## src/rtl/eeinit_pkg.sv

```systemverilog
package eeinit_pkg;

  typedef enum logic [2:0] {
    ST_BOOT  = 3'd0,
    ST_READ  = 3'd1,
    ST_CHECK = 3'd2,
    ST_WRITE = 3'd3,
    ST_DONE  = 3'd4,
    ST_FAIL  = 3'd5,
    ST_OFF   = 3'd6
  } seqState_t;

  // strobes from control to datapath
  typedef struct packed {
    logic shift;   // consume the byte on rdData
    logic wrOut;   // drive the assembled record onto the write bus
  } seqStrobe_t;

endpackage

```

## src/rtl/eeinit_dpath.sv

```systemverilog
module eeinit_dpath
  import eeinit_pkg::*;
#(
  parameter int EE_BYTES  = 8192,
  parameter int AW        = 32,
  parameter int DW        = 32,
  parameter logic [DW-1:0] TERM_WORD = '1,
  localparam int EE_AW     = $clog2(EE_BYTES),
  localparam int REC_W     = AW + DW,
  localparam int REC_BYTES = REC_W / 8,
  localparam int RB_W      = $clog2(REC_BYTES)
) (
  input  logic             clk,
  input  logic             rstN,
  input  seqStrobe_t       strobe,
  input  logic [7:0]       rdData,
  output logic [EE_AW-1:0] byteAddr,
  output logic [AW-1:0]    wrAddr,
  output logic [DW-1:0]    wrData,
  output logic             recLast,
  output logic             memEnd,
  output logic             isTerm
);

  logic [REC_W-1:0] recReg;
  logic [RB_W-1:0]  recByte;
  logic             lastByte;

  assign lastByte = (byteAddr == EE_AW'(EE_BYTES - 1));
  assign recLast  = (recByte == RB_W'(REC_BYTES - 1));
  assign isTerm   = (recReg[DW-1:0] == TERM_WORD);
  assign wrAddr   = strobe.wrOut ? recReg[REC_W-1 -: AW] : '0;
  assign wrData   = strobe.wrOut ? recReg[DW-1:0] : '0;

  always_ff @(posedge clk) begin
    if (!rstN) begin
      recReg   <= '0;
      recByte  <= '0;
      byteAddr <= '0;
      memEnd   <= 1'b0;
    end else if (strobe.shift) begin
      recReg   <= {recReg[REC_W-9:0], rdData};
      recByte  <= recLast ? '0 : recByte + 1'b1;
      byteAddr <= lastByte ? '0 : byteAddr + 1'b1;
      if (lastByte) memEnd <= 1'b1;
    end
  end


  addr_step_chk: assert property (@(posedge clk) disable iff (!rstN)
    strobe.shift && !lastByte |=> byteAddr == $past(byteAddr) + 1'b1);


  rec_hold_chk: assert property (@(posedge clk) disable iff (!rstN)
    strobe.wrOut |=> $stable(recReg));

endmodule

```

## src/rtl/eeinit_ctrl.sv

```systemverilog
module eeinit_ctrl
  import eeinit_pkg::*;
(
  input  logic       clk,
  input  logic       rstN,
  input  logic       initEnable,
  input  logic       rdValid,
  input  logic       rdErr,
  input  logic       wrReady,
  input  logic       recLast,
  input  logic       memEnd,
  input  logic       isTerm,
  output seqStrobe_t strobe,
  output logic       rdReq,
  output logic       wrValid,
  output logic       cpuResetN,
  output logic       initActive,
  output logic       initDone,
  output logic       initError
);

  seqState_t state, nextState;

  always_comb begin
    nextState    = state;
    strobe.shift = 1'b0;
    strobe.wrOut = 1'b0;
    unique case (state)
      ST_BOOT:  nextState = initEnable ? ST_READ : ST_OFF;
      ST_READ: begin
        if (rdValid) begin
          if (rdErr) begin
            nextState = ST_FAIL;
          end else begin
            strobe.shift = 1'b1;
            if (recLast) nextState = ST_CHECK;
          end
        end
      end
      ST_CHECK: nextState = isTerm ? ST_DONE : ST_WRITE;
      ST_WRITE: begin
        strobe.wrOut = 1'b1;
        if (wrReady) nextState = memEnd ? ST_FAIL : ST_READ;
      end
      default: nextState = state;
    endcase
  end

  always_ff @(posedge clk) begin
    if (!rstN) state <= ST_BOOT;
    else       state <= nextState;
  end

  assign rdReq      = (state == ST_READ);
  assign wrValid    = (state == ST_WRITE);
  assign initActive = (state == ST_READ) || (state == ST_CHECK) || (state == ST_WRITE);
  assign cpuResetN  = (state == ST_DONE) || (state == ST_FAIL) || (state == ST_OFF);
  assign initDone   = (state == ST_DONE);
  assign initError  = (state == ST_FAIL);


  reset_release_chk: assert property (@(posedge clk) disable iff (!rstN)
    cpuResetN |=> cpuResetN);


  active_holds_cpu_chk: assert property (@(posedge clk) disable iff (!rstN)
    initActive |-> !cpuResetN);


  read_abort_chk: assert property (@(posedge clk) disable iff (!rstN)
    rdReq && rdValid && rdErr |=> initError && !wrValid);


  done_sticky_chk: assert property (@(posedge clk) disable iff (!rstN)
    (initDone || initError) |=> $stable({initDone, initError, cpuResetN}));


  no_read_in_write_chk: assert property (@(posedge clk) disable iff (!rstN)
    wrValid && !wrReady |=> wrValid && !rdReq);

endmodule

```

## src/rtl/eeprom_init_seq.sv

```systemverilog
module eeprom_init_seq
  import eeinit_pkg::*;
#(
  parameter int EE_BYTES = 8192,
  parameter int AW       = 32,
  parameter int DW       = 32,
  parameter logic [7:0]    DEV_ADDR  = 8'hA6,
  parameter logic [DW-1:0] TERM_WORD = '1,
  localparam int EE_AW   = $clog2(EE_BYTES)
) (
  input  logic             clk,
  input  logic             rstN,
  input  logic             initEnable,
  output logic             rdReq,
  output logic [7:0]       rdDev,
  output logic [EE_AW-1:0] rdAddr,
  input  logic             rdValid,
  input  logic [7:0]       rdData,
  input  logic             rdErr,
  output logic             wrValid,
  output logic [AW-1:0]    wrAddr,
  output logic [DW-1:0]    wrData,
  input  logic             wrReady,
  output logic             cpuResetN,
  output logic             initActive,
  output logic             initDone,
  output logic             initError
);

  seqStrobe_t strobe;
  logic recLast, memEnd, isTerm;

  assign rdDev = DEV_ADDR;

  eeinit_ctrl u_ctrl (
    .clk(clk), .rstN(rstN), .initEnable(initEnable),
    .rdValid(rdValid), .rdErr(rdErr), .wrReady(wrReady),
    .recLast(recLast), .memEnd(memEnd), .isTerm(isTerm),
    .strobe(strobe), .rdReq(rdReq), .wrValid(wrValid),
    .cpuResetN(cpuResetN), .initActive(initActive),
    .initDone(initDone), .initError(initError)
  );

  eeinit_dpath #(
    .EE_BYTES(EE_BYTES), .AW(AW), .DW(DW), .TERM_WORD(TERM_WORD)
  ) u_dpath (
    .clk(clk), .rstN(rstN), .strobe(strobe), .rdData(rdData),
    .byteAddr(rdAddr), .wrAddr(wrAddr), .wrData(wrData),
    .recLast(recLast), .memEnd(memEnd), .isTerm(isTerm)
  );


  wr_stable_chk: assert property (@(posedge clk) disable iff (!rstN)
    wrValid && !wrReady |=> wrValid && $stable(wrAddr) && $stable(wrData));


  done_excl_chk: assert property (@(posedge clk) disable iff (!rstN)
    !(initDone && initError));

endmodule

```

## config.mk

```make
export PLATFORM = sky130hd
export DESIGN_NAME = eeprom_init_seq
export DESIGN_NICKNAME = d
export VERILOG_FILES = /design/src/rtl/eeinit_pkg.sv /design/src/rtl/eeinit_dpath.sv /design/src/rtl/eeinit_ctrl.sv /design/src/rtl/eeprom_init_seq.sv
export SDC_FILE = /design/constraint.sdc
export NUM_CORES = 1
export LEC_CHECK = 0
export BUFFER_PORTS_ARGS = -buffer_cell sky130_fd_sc_hd__buf_2
export CAP_MARGIN = 20
export CORE_MARGIN = 1.5
export CORE_UTILIZATION = 25
export CTS_CLUSTER_SIZE = 24
export DETAILED_ROUTE_END_ITERATION = 12
export PLACE_DENSITY_LB_ADDON = 0.3
export SLEW_MARGIN = 0
export SYNTH_ARGS = -nofsm -noshare
export SYNTH_HDL_FRONTEND = slang
export SYNTH_SLANG_ARGS = --single-unit
```

## constraint.sdc

```tcl
create_clock -name clk -period 1.8 [get_ports clk]
set_clock_uncertainty 0.2 [all_clocks]
set_input_delay 0.27 -clock clk [delete_from_list [all_inputs] [get_ports clk]]
set_output_delay 0.27 -clock clk [all_outputs]
set_load 0.05 [all_outputs]
```

==> reports/results.txt, run 1 <==
register clock-pin slew on the reported worst setup and hold paths - 60 ps
hold path startpoint - rstN
critical path launch point type - flip-flop
Max Fclk - 0.489 GHz
WL per Instance - 15.8 um
area leader, netlist - dfxtp_1
CP Capture Type - primary output
Post-DP HPWL - 7610 um
routed vias - 4013
delay-heaviest family, CP - simple AND/OR/NAND/NOR gates
arrival time worst endpoint - 1580 ps
# DRC - 0
Final nets - 688
I/O pins - 105
YS warnings - 0
Routed WL - 13600 um
slowest library cell on the worst path - dfxtp_2
Max-Cap Viols - 0
Cells after Synth - 491
total CTS buffers - 9
Critical R2R Launch - u_ctrl.state[2]
FF+latch count, synth - 84
Post-Place Cells - 805
Final Worst Setup Slack - -247 ps
CP Launch Point - u_ctrl.state[2]
final period utilization - 114%
TNS Setup - -14620 ps
Async S/R FF share, synth - 0%
setup slack, reg-to-reg - -30 ps
Total Power - 5.75 mW
Post-Route Utilization - 45.8%
clk sink count - 84
synthesis-to-layout area growth - 80.5%
Setup Viol. Count Final - 73
final-report hold violation count - 0
pwr dens - 832 nW/um^2
Seq/Total Area, Yosys - 44.0%
Starting Density - 25.3%
largest net degree at the start of global routing - 74
initial antenna violation count - 0
cell breakdown of the critical path - nand2b_4 > nor2_4 > buf_4 > clkbuf_16 > and2_4 > buf_8
top_reg_cell synth - dfxtp_1
crit path max fanout - 12
Rows - 45
Post-synth EDFFs - 0
Vias/cell - 4.65
number of global-route vias before repair - 3815
GPL Wtd Cong - 0.784
maximum VDD drop - 0.000621 V
failing checks - setup timing
port buffer count - 96
static leakage - 2.75 nW
Crit Path Category - flip-flop to primary output
Root Buffer Master - clkbuf_16
Finished Layout Cells - 863
first drt pass iteration count - 5
Starting DRT DRC Count - 271
die height - 127 um
TritonCTS clock tree - done
outcome - finished, violations left
CP peak stage delay - 320 ps
post-synth top area share - 44.0%
first-pass GRT wire length - 19200 um
ranking of synthesized cells by area - dfxtp_1 (44%), nand2_1 (14%), and2_1 (11%)
Hold Path Class - primary input to flip-flop
ANT cells - 0
Final Max Slew Viols - 0
Die Width - 127 um
most frequent cells in the layout - nand2_1 (138), dfxtp_1 (70), buf_4 (69), and2_4 (59), buf_8 (59)
die footprint - 16100 sq um
Post-Syn Area per Cell - 7.79 sq um
core area - 15100 sq um
DP Worst Slack - -142 ps
Critical Path RT - 1330 ps
Final Critical Period - 2050 ps
CP Buf/Inv Count - 3
Antenna Nets Post-Route - 0
htree depth - 3
clock buffer depth - 2
total track usage - 15.1%
RSZ-0062 raised after global routing - yes
Clock Latency Late Sink - 350 ps
most common cell after layout, fill and taps aside - nand2_1
share of cells above drive strength 1 - 49.6%
Yosys cell types - 44
gr ovfl total - 0
synthesized area - 3820 sq um
-- cells in the mapped netlist (all sizes together) (3+ instances only) --
master and instances:
inv 3, o21ai 4, nor2 11, xor2 6, a21oi 75, buf 19
nand3 5, nand2 140, nand4 15, or4 3, or3 4, and2 68
clkbuf 21, dfxtp 84, ha 3
-- layout make-up --
| cell class | instances | area [sq um] |
|---|---|---|
| flip-flops and latches | 84 | 1700 |
| inverters | 3 | 11.3 |
| fillers | 1451 | 8180 |
| clock buffers | 11 | 243 |
| clock inverters | 4 | 50.0 |
| repair buffers | 202 | 2370 |
| multi-input cells | 371 | 2290 |
| well taps | 188 | 235 |
-- report_power, final --
group | leakage (nW) | switching [mW] | internal, mW
combinational | 1.93 | 0.998 | 0.908
clock | 0.138 | 0.771 | 1.10
sequential | 0.684 | 0.0483 | 1.92
-- registers in the layout (all words and copies together), names as in the netlist --
signal	count
u_dpath.recReg	64
u_dpath.memEnd	1
u_ctrl.state	3
u_dpath.byteAddr	13
u_dpath.recByte	3
-- through the flow --
| stage | hold WS, ps | instance area, sq um |
|---|---|---|
| after floorplan | 188 | 4070 |
| after global placement | 241 | 5080 |
| after detailed placement | 251 | 5080 |
| after CTS | 27.8 | 6280 |
| after global routing | 37.4 | 6910 |
| final | 44.0 | 6910 |
-- logic make-up (layout without fill, tap and decap cells) --
family                   after synthesis  count (layout)  synth area share, %
AND/OR/NAND/NOR                      257             258                 33.1
XOR/XNOR                               6               6                 1.37
other                                  2               8                0.196
adder cells (fa/ha/maj)                3               3                0.981
flip-flops                            84              84                 44.0
buffers and inverters                 43             220                 6.28
AO/OA/AOI/OAI                         94              94                 13.6
multiplexers                           2               2                0.523
-- layer usage --
metal	wire (um)	global-route usage [%]	up-vias
met5	0	0	-
met4	191	5.88	0
met3	519	2.87	17
met2	6440	24.4	105
met1	6450	19.9	1911
li1	-	-	1980
-- timing repair --
action | 4_1_cts | 5_1_grt
hold endpoints to repair | 8 | 0
resized for setup | 213 | 51
setup endpoints to repair | 74 | 148
pin swaps | 13 | 11
cloned | 3 | 14
setup buffers | 3 | 15
hold buffers | 8 | 0
-- worst paths after layout --
check | to | cells after the start
min | u_ctrl.state[0] | 2
max reg2reg | u_dpath.byteAddr[0] | 8
max | wrData[18] | 6
min reg2reg | u_dpath.recReg[59] | 2
No activity file was read; power rests on OpenSTA's default activity.
==> run 2, diff against run 1 <==
- CELL_PAD_IN_SITES_DETAIL_PLACEMENT: not set -> 2
- CELL_PAD_IN_SITES_GLOBAL_PLACEMENT: not set -> 2
==> run 2 against run 1 <==
  * The run still ends with setup timing left
  * Die area unchanged
  * Sequential power about the same
  * Largest power group is now clock
  * Clock power up 14%
  * Non-clock buffer count down 1
  * Highest routed layer unchanged
  * Combinational power up 5%
  * Maximum frequency up 0.67%
  * Total power up 6.2%
  * Final area down 1.4%
  * Count of clock-buffer cells in the layout up 2
  * Critical endpoint is now wrData[12]
  * Register-to-register slack worse by 110 ps
  * Critical path depth unchanged
  * Via count up 2.3%
==> reports/results.txt, run 2 (synthesis results as in run 1) <==
hold endpoint - u_dpath.memEnd
outcome - finished, violations left
static leakage - 2.72 nW (-1.2%)
setup slack, reg-to-reg - -140 ps (-110 ps)
combinational power share - 32.8% (-0.4 points)
most frequent cells in the layout - nand2_1 (138), buf_4 (73), dfxtp_1 (66), buf_8 (62)
Worst-Margin Slew - 559 ps
R2R Path End - u_dpath.recReg[6]
Seq pwr share - 32.3% (-1.9 points)
share of cells above drive strength 1 - 49.4% (-0.22 points)
Final Worst Setup Slack - -233 ps (+13.7 ps)
Critical R2R Launch - u_ctrl.state[2]
first drt pass iteration count - 4 (-1)
Max-Cap Viols - 0 (unchanged)
Antenna Nets Post-Route - 0 (unchanged)
Vias/cell - 4.76 (+2.4%)
port buffer count - 96 (unchanged)
WL per Instance - 19.4 um (+23%)
# DRC - 0 (unchanged)
Internal Power - 4.16 mW (+5.8%)
largest net degree at the start of global routing - 37 (-50%)
Hold Path Class - primary input to flip-flop
Clock Latency Late Sink - 350 ps (about the same)
gr ovfl total - 0 (unchanged)
critical path launch point type - flip-flop
number of global-route vias before repair - 4393 (+15%)
R2R cell count - 8 (unchanged)
Final Max Slew Viols - 0 (unchanged)
maximum VDD drop - 0.000612 V (-1.4%)
Clk pwr share - 34.9% (+2.3 points)
clock buffer depth - 2 (unchanged)
RSZ-0062 raised after global routing - yes
failing checks - setup timing
Post-DP HPWL - 9610 um (+26%)
Post-Route Utilization - 45.1% (-0.64 points)
arrival time worst endpoint - 1560 ps (-20 ps)
switch share - 31.9% (+0.30 points)
total CTS buffers - 9 (unchanged)
Final nets - 686 (-0.29%)
I/O pins - 105 (unchanged)
Die Width - 127 um (unchanged)
die footprint - 16100 sq um (unchanged)
top register by number of flip-flops - u_dpath.recReg
crit path max fanout - 12 (unchanged)
Switch Pwr - 1.95 mW (+7.2%)
core area - 15100 sq um (unchanged)
DP Area - 5180 sq um (+1.9%)
max reg flops - 64 (unchanged)
Starting Density - 25.3% (unchanged)
fillers - 1591 (+9.6%)
TritonCTS clock tree - done
Final Cell Area - 6810 sq um (-1.4%)
synthesis-to-layout area growth - 78.0%
Crit Path Category - flip-flop to primary output
Starting DRT DRC Count - 131 (-52%)
final-report hold violation count - 0 (unchanged)
routed vias - 4104 (+2.3%)
Final Critical Period - 2030 ps (-13.7 ps)
ANT cells - 0 (unchanged)
GPL Wtd Cong - 0.798 (+1.8%)
first-pass GRT wire length - 24900 um (+30%)
htree depth - 3 (unchanged)
hold path startpoint - rstN
Routed WL - 16700 um (+23%)
die height - 127 um (unchanged)
TNS Setup - -16850 ps (-2230 ps)
register clock-pin slew on the reported worst setup and hold paths - 70 ps (about the same)
clk sink count - 84 (unchanged)
Setup Viol. Count Final - 142 (+95%)
CP Capture Type - primary output
Rel. slew slack - 62.7%
Root Buffer Master - clkbuf_16
most common cell after layout, fill and taps aside - nand2_1
final period utilization - 113% (-0.76 points)
pwr dens - 897 nW/um^2 (+7.7%)
Largest regs - u_dpath.recReg (64), u_dpath.byteAddr (13)
initial antenna violation count - 0 (unchanged)
hold path depth - 2 (unchanged)
total track usage - 20.2% (+5.1 points)
Rows - 45 (unchanged)
Hold WS - 54.8 ps (+10.8 ps)
Max Fclk - 0.492 GHz (+0.67%)
Critical Path RT - 1330 ps (about the same)
==> run 2: cell count changes in the layout (fill, tap and decap cells not counted), moves of 3 or more <==
| cell | before | now |
|---|---|---|
| clkbuf_16 | 20 | 11 |
| buf_4 | 69 | 73 |
| a21oi_2 | 25 | 17 |
| a21oi_1 | 50 | 58 |
| buf_12 | 12 | 9 |
| dfxtp_1 | 70 | 66 |
| dfxtp_2 | 13 | 16 |
| buf_8 | 59 | 62 |
==> run 2: critical path, stage by stage, from the launching register on <==
cell and delay [ps]:
dfxtp_2 320, nand2b_4 150, nor2_4 100, buf_12 160, clkbuf_16 170, and2_4 160
buf_8 140
==> run 2: metrics by stage <==
| stage | instances | worst slack [ps] | power [mW] |
|---|---|---|---|
| 3_3_place_gp | 816 | -50.0 | 3.18 |
| 2_1_floorplan | 497 | -323 | 2.83 |
| 3_5_place_dp | 816 | -53.7 | 3.22 |
| 5_1_grt | 862 | -278 | 6.31 |
| 4_1_cts | 852 | -233 | 5.77 |
| 6_report | 862 | -233 | 6.11 |
==> run 2: area by class of cell <==
class	instances	area (sq um)	share of cell area, %
multi-input combinational	370	2280	33.5
sequential	84	1710	25.1
clock buffer	13	270	3.97
timing repair buffer	201	2240	32.9
tap	188	235	3.45
inverter	3	11.3	0.165
clock inverter	3	67.6	0.992
==> run 2: power by group through the flow <==
| stage | Sequential, mW | Combinational, mW | Clock (mW) |
|---|---|---|---|
| 2_1_floorplan | 2.00 | 0.827 | 0 |
| 3_3_place_gp | 1.98 | 1.20 | 0 |
| 3_5_place_dp | 1.98 | 1.24 | 0 |
| 4_1_cts | 1.96 | 1.66 | 2.16 |
| 5_1_grt | 1.97 | 2.09 | 2.25 |
| 6_report | 1.97 | 2.00 | 2.13 |
==> run 2: worst max-delay path by stage <==
stage / startpoint / endpoint / cells after the start
6_report: u_ctrl.state[2] / wrData[12] / 6
5_1_grt: u_ctrl.state[2] / wrAddr[2] / 6
4_1_cts: u_ctrl.state[2] / wrAddr[28] / 6
3_5_place_dp: u_dpath.recByte[0] / u_ctrl.state[1] / 6
3_3_place_gp: u_dpath.recReg[30] / u_ctrl.state[0] / 5
2_1_floorplan: u_ctrl.state[0] / u_dpath.recByte[0] / 5
==> run 2: metal layers <==
| metal | part of all wire, % | global-route usage [%] | up-vias |
|---|---|---|---|
| met5 | 0 | 0 | - |
| met4 | 1.8 | 7.49 | 0 |
| met3 | 2.7 | 2.87 | 23 |
| met2 | 53 | 36.5 | 88 |
| met1 | 42 | 24.4 | 2022 |
| li1 | - | - | 1971 |
==> run 2: repair_timing <==
action	4_1_cts	5_1_grt
setup endpoints to repair	147	145
pin swaps	4	13
buffers inserted	8	8
gates resized for setup	184	90
cloned	4	2
hold buffers	8	0
endpoints found under the hold margin	8	0
==> run 3, diff against run 2 <==
- HOLD_SLACK_MARGIN: not set -> 0.1
- SYNTH_HIERARCHICAL: not set -> 1
==> run 3 against run 2 <==
  * The run still ends with setup timing left
  * Largest power group unchanged
  * Highest routed layer unchanged
  * Via count shrank 11%
  * Register-to-register slack got worse by 70 ps
  * Flip-flop and latch count unchanged
  * First-iteration DRC count shrank 39%
  * Final area up 5.3%
  * Hold slack better by 77 ps
  * Utilization increased by 0.33 points
  * Sequential share of layout area shrank 1.3 points
==> reports/results.txt, run 3 <==
Total Power - 6.10 mW (-0.11%)
synthesis-to-layout area growth - 78.4%
top_reg_cell synth - dfxtp_1
slowest library cell on the worst path - dfxtp_2
sequential cell area - 1700 sq um (-0.37%)
initial antenna violation count - 0 (unchanged)
critical path launch point type - flip-flop
static leakage - 2.82 nW (+3.8%)
die height - 130 um (+2.4%)
post-synth top area share - 41.9% (-2.1 points)
# DRC - 0 (unchanged)
Setup Viol. Count Final - 147 (+3.5%)
top register by number of flip-flops - u_dpath/recReg
YS warnings - 6 (+6)
Starting DRT DRC Count - 80 (-39%)
Hold Path Class - primary input to flip-flop
Crit Path Category - flip-flop to primary output
Final Max Slew Viols - 0 (unchanged)
total track usage - 18.9% (-1.3 points)
most frequent cell after synthesis - dfxtp_1
clk sink count - 84 (unchanged)
hold path depth - 3 (+1)
core area - 15800 sq um (+4.5%)
Critical Path RT - 1330 ps (about the same)
FF+latch count, synth - 84 (unchanged)
Post-DP HPWL - 9440 um (-1.8%)
Routed WL - 15700 um (-5.8%)
CP peak stage delay - 350 ps (+30 ps)
arrival time worst endpoint - 1630 ps (+70 ps)
area leader, netlist - dfxtp_1
die footprint - 16800 sq um (+4.9%)
Final Worst Setup Slack - -298 ps (-64.8 ps)
crit path max fanout - 10 (-2)
Seq/Total Area, Yosys - 41.9% (-2.1 points)
Max Fclk - 0.477 GHz (-3.1%)
setup slack, reg-to-reg - -210 ps (-70 ps)
Final Critical Period - 2100 ps (+64.8 ps)
share of cells above drive strength 1 - 51.8% (+2.4 points)
Antenna Nets Post-Route - 0 (unchanged)
CP Buf/Inv Count - 4 (+1)
most frequent cells in the layout - dfxtp_1 (69), nor2b_1 (66), buf_8 (64), and2_4 (64), mux2i_1 (58)
synthesized area - 4020 sq um (+5.0%)
CP Capture Type - primary output
final period utilization - 117% (+3.6 points)
delay-heaviest family, CP - buffers and inverters
hold endpoint - u_ctrl/state[0]
Rows - 46 (+2.2%)
htree depth - 3 (unchanged)
Yosys cell types - 40 (-9.1%)
first-pass GRT wire length - 23700 um (-4.8%)
Critical R2R Launch - u_ctrl/state[1]
RSZ-0062 raised after global routing - yes
Root Buffer Master - clkbuf_16
maximum VDD drop - 0.000521 V (-15%)
fillers - 1663 (+4.5%)
R2R cell count - 8 (unchanged)
port buffer count - 96 (unchanged)
I/O pins - 105 (unchanged)
first drt pass iteration count - 4 (unchanged)
GPL Wtd Cong - 0.771 (-3.4%)
ANT cells - 0 (unchanged)
routed vias - 3668 (-11%)
register clock-pin slew on the reported worst setup and hold paths - 70 ps (about the same)
Hold WS - 132 ps (+77.5 ps)
Die Width - 130 um (+2.4%)
area of the multi-input gates - 2540 sq um (+11%)
number of global-route vias before repair - 4053 (-7.7%)
Final nets - 610 (-11%)
pwr dens - 851 nW/um^2 (-5.1%)
largest net degree at the start of global routing - 33 (-11%)
hold path startpoint - wrReady
max reg flops - 64 (unchanged)
DP Worst Slack - -116 ps (-61.9 ps)
Post-synth EDFFs - 0 (unchanged)
ranking of synthesized cells by area - dfxtp_1 (42%), mux2i_1 (17%), and2_1 (11%)
Vias/cell - 4.51 (-5.4%)
outcome - finished, violations left
total CTS buffers - 9 (unchanged)
most common cell after layout, fill and taps aside - dfxtp_1
Starting Density - 25.5% (+0.13 points)
Cells after Synth - 417 (-15%)
R2R Path End - u_dpath/byteAddr[6]
Synth top cells by count - dfxtp_1 (84), and2_1 (68), nor2b_1 (68)
WL per Instance - 19.3 um (-0.29%)
Async S/R FF share, synth - 0% (unchanged)
Post-Syn Area per Cell - 9.63 sq um (+24%)
cell breakdown of the critical path - buf_6 > and3_4 > buf_12 > clkbuf_16 > and2_4 > buf_8
CP Launch Point - u_ctrl/state[1]
TritonCTS clock tree - done
gr ovfl total - 0 (unchanged)
clock buffer depth - 2 (unchanged)
failing checks - setup timing
Largest regs - u_dpath/recReg (64), u_dpath/byteAddr (13)
Clock Latency Late Sink - 350 ps (about the same)
final-report hold violation count - 0 (unchanged)
Max-Cap Viols - 0 (unchanged)
[run 3: cell count changes in the layout (fill, tap and decap cells not counted), sizes merged, moves of 4 or more]
cell / delta
buf: -9
xnor2: +4
mux2i: +65
nand2: -132
nor2b: +66
a21oi: -72
[run 3: layout make-up]
type / instances / area share (%)
well taps: 216 / 3.77
clock inverters: 4 / 1.36
repair buffers: 195 / 32.2
inverters: 3 / 0.157
clock buffers: 12 / 3.30
flip-flops and latches: 84 / 23.8
multi-input cells: 300 / 35.4
[run 3: worst max path at each step]
stage / endpoint / slack [ps] / depth (start not counted)
final: wrAddr[25] / -300 / 6
after global placement: u_ctrl/state[2] / -30 / 5
after CTS: wrAddr[31] / -270 / 6
after detailed placement: u_ctrl/state[0] / -120 / 6
after floorplan: wrAddr[10] / -140 / 6
after global routing: wrAddr[25] / -340 / 6
[run 3: kinds of logic after synthesis]
family / synth area share (%)
other cells: 0.187
fa+ha+maj: 0.934
flops: 41.9
buf+inv: 5.05
simple gates: 29.2
xor+xnor: 2.40
compound gates: 3.15
mux: 17.3
[run 3: timing repair]
| action | in CTS | in global routing |
|---|---|---|
| pin swaps | 16 | 16 |
| buffers inserted | 12 | 13 |
| hold buffers | 9 | 0 |
| gates cloned | 8 | 3 |
| endpoints found under the setup margin | 140 | 154 |
| hold endpoints to repair | 10 | 0 |
| gates resized for setup | 238 | 62 |
[run 3: power breakdown]
part	internal (mW)	leakage, nW	switching (mW)	total [mW]
Sequential	1.92	0.685	0.0553	1.98
Combinational	0.952	1.98	1.02	1.97
Clock	1.36	0.157	0.788	2.15
Total	4.23	2.82	1.86	6.10
[run 3: stage by stage]
stage | util, % | std cells | area, sq um | TNS [ps]
after floorplan | - | 423 | 4290 | -4460
after global placement | 33.9 | 763 | 5350 | -215
after detailed placement | 33.9 | 763 | 5350 | -1740
after CTS | 43.9 | 808 | 6930 | -25050
after global routing | 45.5 | 814 | 7170 | -33180
final | 45.5 | 814 | 7170 | -23640
[run 3: per-layer routing]
metal	GRT usage (%)	up-vias	routed length, um	part of all wire, %
met2	33.1	72	8310	53
li1	-	1744	-	-
met4	7.58	0	263	1.7
met3	2.62	15	411	2.6
met5	0	-	0	0
met1	23.4	1837	6740	43
[run 3: worst register-to-register path: cells and delay by family, from the launching register on]
kind / cells / cell delay [ps]
AOI/OAI and AO/OA: 1 / 130
buffers and inverters: 3 / 480
DFF: 1 / 340
and+or+nand+nor: 4 / 800
